**src/rtl/rb_pkg.sv**
```systemverilog
package rb_pkg;

    typedef enum logic [1:0] {
        MATCH_OFF   = 2'd0,
        MATCH_TOR   = 2'd1,
        MATCH_NA4   = 2'd2,
        MATCH_NAPOT = 2'd3
    } match_mode_e;

    localparam int unsigned WORD_SHIFT = 2;

endpackage

```
**src/rtl/rb_tor_span.sv**
```systemverilog
module rb_tor_span #(
    parameter int unsigned XLEN = 32,
    localparam int unsigned AW  = XLEN + rb_pkg::WORD_SHIFT
) (
    input  logic [XLEN-1:0] prev_w,
    input  logic [XLEN-1:0] cur_w,
    output logic [AW-1:0]   lo,
    output logic [AW-1:0]   hi,
    output logic            live
);
    logic [AW-1:0] top_byte;

    always_comb begin
        live     = (cur_w > prev_w);
        top_byte = {cur_w, 2'b00};
        lo       = '0;
        hi       = '0;
        if (live) begin
            lo = {prev_w, 2'b00};
            hi = top_byte - AW'(1);
        end
    end
endmodule

```
**src/rtl/rb_na4_span.sv**
```systemverilog
module rb_na4_span #(
    parameter int unsigned XLEN = 32,
    localparam int unsigned AW  = XLEN + rb_pkg::WORD_SHIFT
) (
    input  logic [XLEN-1:0] cur_w,
    output logic [AW-1:0]   lo,
    output logic [AW-1:0]   hi
);
    assign lo = {cur_w, 2'b00};
    assign hi = {cur_w, 2'b11};
endmodule

```
**src/rtl/rb_pow2_span.sv**
```systemverilog
module rb_pow2_span #(
    parameter int unsigned XLEN = 32,
    localparam int unsigned AW  = XLEN + rb_pkg::WORD_SHIFT
) (
    input  logic [XLEN-1:0] cur_w,
    output logic [AW-1:0]   lo,
    output logic [AW-1:0]   hi
);
    logic [AW-1:0] ones_ext;
    logic [AW-1:0] carry_up;

    always_comb begin
        ones_ext = {cur_w, 2'b11};
        carry_up = ones_ext + AW'(1);
        lo       = ones_ext & carry_up;
        hi       = ones_ext | carry_up;
    end
endmodule

```
**src/rtl/rb_region_bounds.sv**
```systemverilog
module rb_region_bounds
    import rb_pkg::*;
#(
    parameter int unsigned XLEN = 32,
    localparam int unsigned AW  = XLEN + WORD_SHIFT
) (
    input  logic            clk,
    input  logic            rst,
    input  logic [1:0]      mode_i,
    input  logic [XLEN-1:0] cur_addr_i,
    input  logic [XLEN-1:0] prev_addr_i,
    output logic [AW-1:0]   region_lo_o,
    output logic [AW-1:0]   region_hi_o,
    output logic            region_live_o
);
    typedef struct packed {
        logic [AW-1:0] lo;
        logic [AW-1:0] hi;
        logic          live;
    } span_t;

    span_t tor_s, na4_s, pow_s, pick_s, held_q;
    logic  tor_live;

    rb_tor_span #(.XLEN(XLEN)) u_tor (
        .prev_w (prev_addr_i),
        .cur_w  (cur_addr_i),
        .lo     (tor_s.lo),
        .hi     (tor_s.hi),
        .live   (tor_live)
    );

    rb_na4_span #(.XLEN(XLEN)) u_na4 (
        .cur_w (cur_addr_i),
        .lo    (na4_s.lo),
        .hi    (na4_s.hi)
    );

    rb_pow2_span #(.XLEN(XLEN)) u_pow (
        .cur_w (cur_addr_i),
        .lo    (pow_s.lo),
        .hi    (pow_s.hi)
    );

    assign tor_s.live = tor_live;
    assign na4_s.live = 1'b1;
    assign pow_s.live = 1'b1;

    always_comb begin
        unique case (match_mode_e'(mode_i))
            MATCH_TOR:   pick_s = tor_s;
            MATCH_NA4:   pick_s = na4_s;
            MATCH_NAPOT: pick_s = pow_s;
            default:     pick_s = '0;
        endcase
    end

    always_ff @(posedge clk) begin
        if (rst) begin
            held_q <= '0;
        end else begin
            held_q <= pick_s;
        end
    end

    assign region_lo_o   = held_q.lo;
    assign region_hi_o   = held_q.hi;
    assign region_live_o = held_q.live;
endmodule

```
**config.mk**
```make
export PLATFORM = sky130hd
export DESIGN_NAME = rb_region_bounds
export DESIGN_NICKNAME = d
export VERILOG_FILES = /design/src/rtl/rb_pkg.sv /design/src/rtl/rb_tor_span.sv /design/src/rtl/rb_na4_span.sv /design/src/rtl/rb_pow2_span.sv /design/src/rtl/rb_region_bounds.sv
export SDC_FILE = /design/constraint.sdc
export NUM_CORES = 1
export LEC_CHECK = 0
export BUFFER_PORTS_ARGS = -buffer_cell sky130_fd_sc_hd__buf_2
export CAP_MARGIN = 20
export CORE_UTILIZATION = 40
export DETAILED_ROUTE_END_ITERATION = 12
export REMOVE_ABC_BUFFERS = 1
export SLEW_MARGIN = 20
export SYNTH_ARGS = -nofsm -noshare
export SYNTH_HDL_FRONTEND = slang
export SYNTH_HIERARCHICAL = 1
export SYNTH_SLANG_ARGS = --single-unit
export TNS_END_PERCENT = 100
```
**constraint.sdc**
```tcl
create_clock -name clk -period 2.7 [get_ports clk]
set_clock_uncertainty 0.1 [all_clocks]
set_input_delay 0.135 -clock clk [delete_from_list [all_inputs] [get_ports clk]]
set_output_delay 0.135 -clock clk [all_outputs]
set_load 0.02 [all_outputs]
```
# --- Word level (Yosys, flattened, before mapping) ---
# Index checks and enable logic that the tools add are counted.
op_classes:
  magnitude_cmp: 1
  n_eq_ne: 3
  bitwise: 2
  n_addsub: 2
  mux: 3
op_table:
  columns: ["op", "count"]
  rows:
  - ["$pmux W69 S3", 1]
  - ["$mux W34", 2]
  - ["$add A34 B1 Y34 const B", 1]
  - ["$and A34 B34 Y34", 1]
  - ["$or A34 B34 Y34", 1]
  - ["$sub A34 B1 Y34 const B", 1]
  - ["$gt A32 B32 Y1", 1]
  - ["$eq A2 B2 Y1 const B", 2]
  - ["$eq A2 B1 Y1 const B", 1]
word_totals:
  register_bits: 69
  inputBits: 68

# --- Logic depth before layout (Yosys ltp) ---
depth:
  depth_word: 3
  depth_mapped: 12

# --- By module ---
# The synthesis kept the hierarchy.
by_module_without_submodules:
  columns: ["mod", "seq_area_each_um2", "area_each_um2", "cells_each", "n_inst"]
  rows:
  - ["rb_region_bounds", 1381.3, 3135.5, 313, 1]
  - ["rb_tor_span", 0.0, 1795.5, 278, 1]
  - ["rb_pow2_span", 0.0, 745.7, 117, 1]
  - ["rb_na4_span", 0.0, 518.0, 70, 1]

# --- Worst setup path before layout ---
# No wires, ideal clock.
synth_path:
  kind: "input to register"
  start: "input prev_addr_i[29]"
  end: "register held_q (netlist bit region_hi_o[0])"
  setup_slack_ns: 0.202
  path_buffers: 3
  t_arrival_ns: 2.273
  t_required_ns: 2.475
  path_stages: 12
  cell_sequence: "inv_1 > ha_1 > a21o_1 > a21o_1 > a221o_1 > o21ai_0 > clkbuf_1 > clkbuf_1 > nand2_1 > buf_4 > mux2i_1 > a211oi_1"
synth_lines:
  columns: ["element", "line_no", "rtl"]
  rows:
  - ["start, declared", "rb_region_bounds.sv:11", "input logic [XLEN-1:0] prev_addr_i,"]
  - ["end signal, assigned", "rb_region_bounds.sv:62", "held_q <= pick_s;"]
  - ["end, declared", "rb_region_bounds.sv:22", "span_t tor_s, na4_s, pow_s, pick_s, held_q;"]

==> flow_summary.ini <==
[timing]
hold_ws_ns = 0.0602
tightest_slew_ns = 0.678
hold_viol = 0
finalSetupTns_ns = 0
relSlewSlack_pct = 54.8
setup_viol_count_final = 0
min_period_ns = 2.28
final.period_utilization_pct = 84.6
rsz0062_at_grt = false
maxSlewViolCount = 0
worst_slack_ns = 0.417
max_freq_mhz = 438

[setup_path]
worstPathArrival_ns = 2.45
startpoint_type = input pin
critPathRequiredTime_ns = 2.86
cp-end-kind = register
crit_type = input pin to register
cp_max_fo = 3

[yosys]
async_reset_ff_share_pct = 0
synth_top_cell_by_area = dfxtp_1
synth_cells = 778
synth_compound_area_share_pct = 26.6
yosys.area_share.simple_pct = 12.5
netlist_area_mm2 = 0.00619
synthAdderAreaFrac_pct = 6.67
yosysWarnings = 6
synth_top_family_by_area = compound AO/OA/AOI/OAI gates
synth_edf_count = 0
synth_area_leaders = dfxtp_1 22%, a21oi_1 11%, mux2i_1 11%
synth.area.mux_share_pct = 11.0
yosysUniqueCellTypes = 54
synth_top_area_share_pct = 22.3
synth.yosys.seq_area_share_pct = 22.3
synth_xor_area_share_pct = 3.82
ys_ff_latch = 69
avgSynthCellArea_um2 = 7.96
ys.flop_type = dfxtp_1

[global_route]
grt_util_met2_pct = 32.9
grt_max_degree = 67
met1_usage_pct = 28.4
overflow = 0
busiest_layer = met2
grt_util_all_layers_pct = 20.8
grt_pass1_vias = 5115
antenna_found_initial = 0
grt_pass1_wl_um = 26300
use_met3_pct = 3.12

[placed_design]
post-place-ws_ns = 0.0511
hpwlAfterDp_um = 11800
gp_congestion = 0.809
io_buffers = 136

[clock_network]
htree_num_levels = 3
post_cts_buffers = 0
ctsLongestPathBuffers = 2
cts.sinks = 69
cts_tree = done
path_clk_slew_ns = 0.06
cts_root_buf = clkbuf_16
ctsResizeCount = 0
cts_hold_buf = 0
cts_buffers = 9

[final_layout]
antenna_cells = 0
regArea_mm2 = 0.00138
multiInputGateArea_mm2 = 0.00381
area_delta_synth_final_pct = 14.2
layout_commonest_cell = a21oi_1
fillers = 1516
final_cell_mix = 140 x a21oi_1, 134 x buf_2, 69 x dfxtp_1
finalNetCount = 959
drive_above_1_share_pct = 26.0

[routing]
antenna_left = 0
routed_via_density = 5.32
routed_wl_um = 16300
first_pass_iters = 4
vias = 5588
wl_per_cell_um = 15.5
drt_iter0_markers = 273
drc = 0

[run_status]
outcome = complete, no violations

[power]
peakVddDrop_uv = 338
p_per_area_mw_per_mm2 = 436
p_leak_nw = 3.23
power_mw = 3.09

[floorplanning]
core_region_area_mm2 = 0.0151
die_area_mm2 = 0.0160
die_w_um = 126
die_height_um = 126
rows = 45
pin_count = 137
start_util_pct = 40.9

[hold_path]
hold_class = input pin to register

[flow_run]
cap_violations = 0
[stage by stage]
step	utilization, %	instance area, µm²	instances
floorplan	-	5330	647
detailed placement	45.0	6810	1035
finish	46.7	7070	1050
global route	46.7	7070	1050
global placement	45.0	6810	1035
CTS	46.7	7070	1050
[registers in the layout (all words and copies together) (netlist names)]
name	count
region_hi_o	34
region_lo_o	34
region_live_o	1
[routing by layer]
metal	up-vias	share of wire [%]
li1	2897	-
met3	18	4.2
met2	129	46
met5	-	0
met4	0	1.6
met1	2544	48
[final cells by class]
| type | instances | area share (%) |
|---|---|---|
| flip-flops and latches | 69 | 19.5 |
| clock buffers | 13 | 3.54 |
| multi-input cells | 538 | 53.9 |
| repair buffers | 200 | 17.4 |
| well taps | 188 | 3.33 |
| inverters | 40 | 2.12 |
| clock inverters | 2 | 0.142 |
[power breakdown]
group / switching [mW] / total (mW) / leakage [nW] / internal, mW
sequential: 0.0182 / 1.11 / 0.573 / 1.09
clock: 0.441 / 1.08 / 0.129 / 0.638
combinational: 0.528 / 0.895 / 2.53 / 0.367
[cell families (layout without fill, tap and decap cells)]
kind of cell	count (synthesis)	in the layout
simple gates	130	130
buf+inv	178	255
mux	68	68
xor+xnor	27	27
flops	69	69
other cells	5	12
fa+ha+maj	33	33
compound gates	268	268
[final timing paths]
kind,to,depth (start not counted),slack [ns],start
setup / recovery,region_hi_o[33],8,0.42,cur_addr_i[1]
hold / removal,region_lo_o[14],3,0.06,cur_addr_i[12]
[cells in the mapped netlist (14+ instances only)]
| library cell | count |
|---|---|
| clkbuf_1 | 30 |
| a211oi_1 | 68 |
| buf_4 | 82 |
| mux2i_1 | 68 |
| dfxtp_1 | 69 |
| a21oi_1 | 140 |
| xnor2_1 | 24 |
| nor2_1 | 15 |
| ha_1 | 33 |
| nor4_1 | 15 |
| inv_1 | 40 |
| buf_2 | 14 |
| nand2_1 | 21 |
[critical path, cell delays in order]
cell and delay [ns]:
buf_2 0.12, or4_1 0.54, or3b_1 0.42, or3_4 0.34, or4_1 0.40, a22oi_1 0.16, mux2i_1 0.09, a211oi_1 0.25
(Power assumes the default switching activity.)
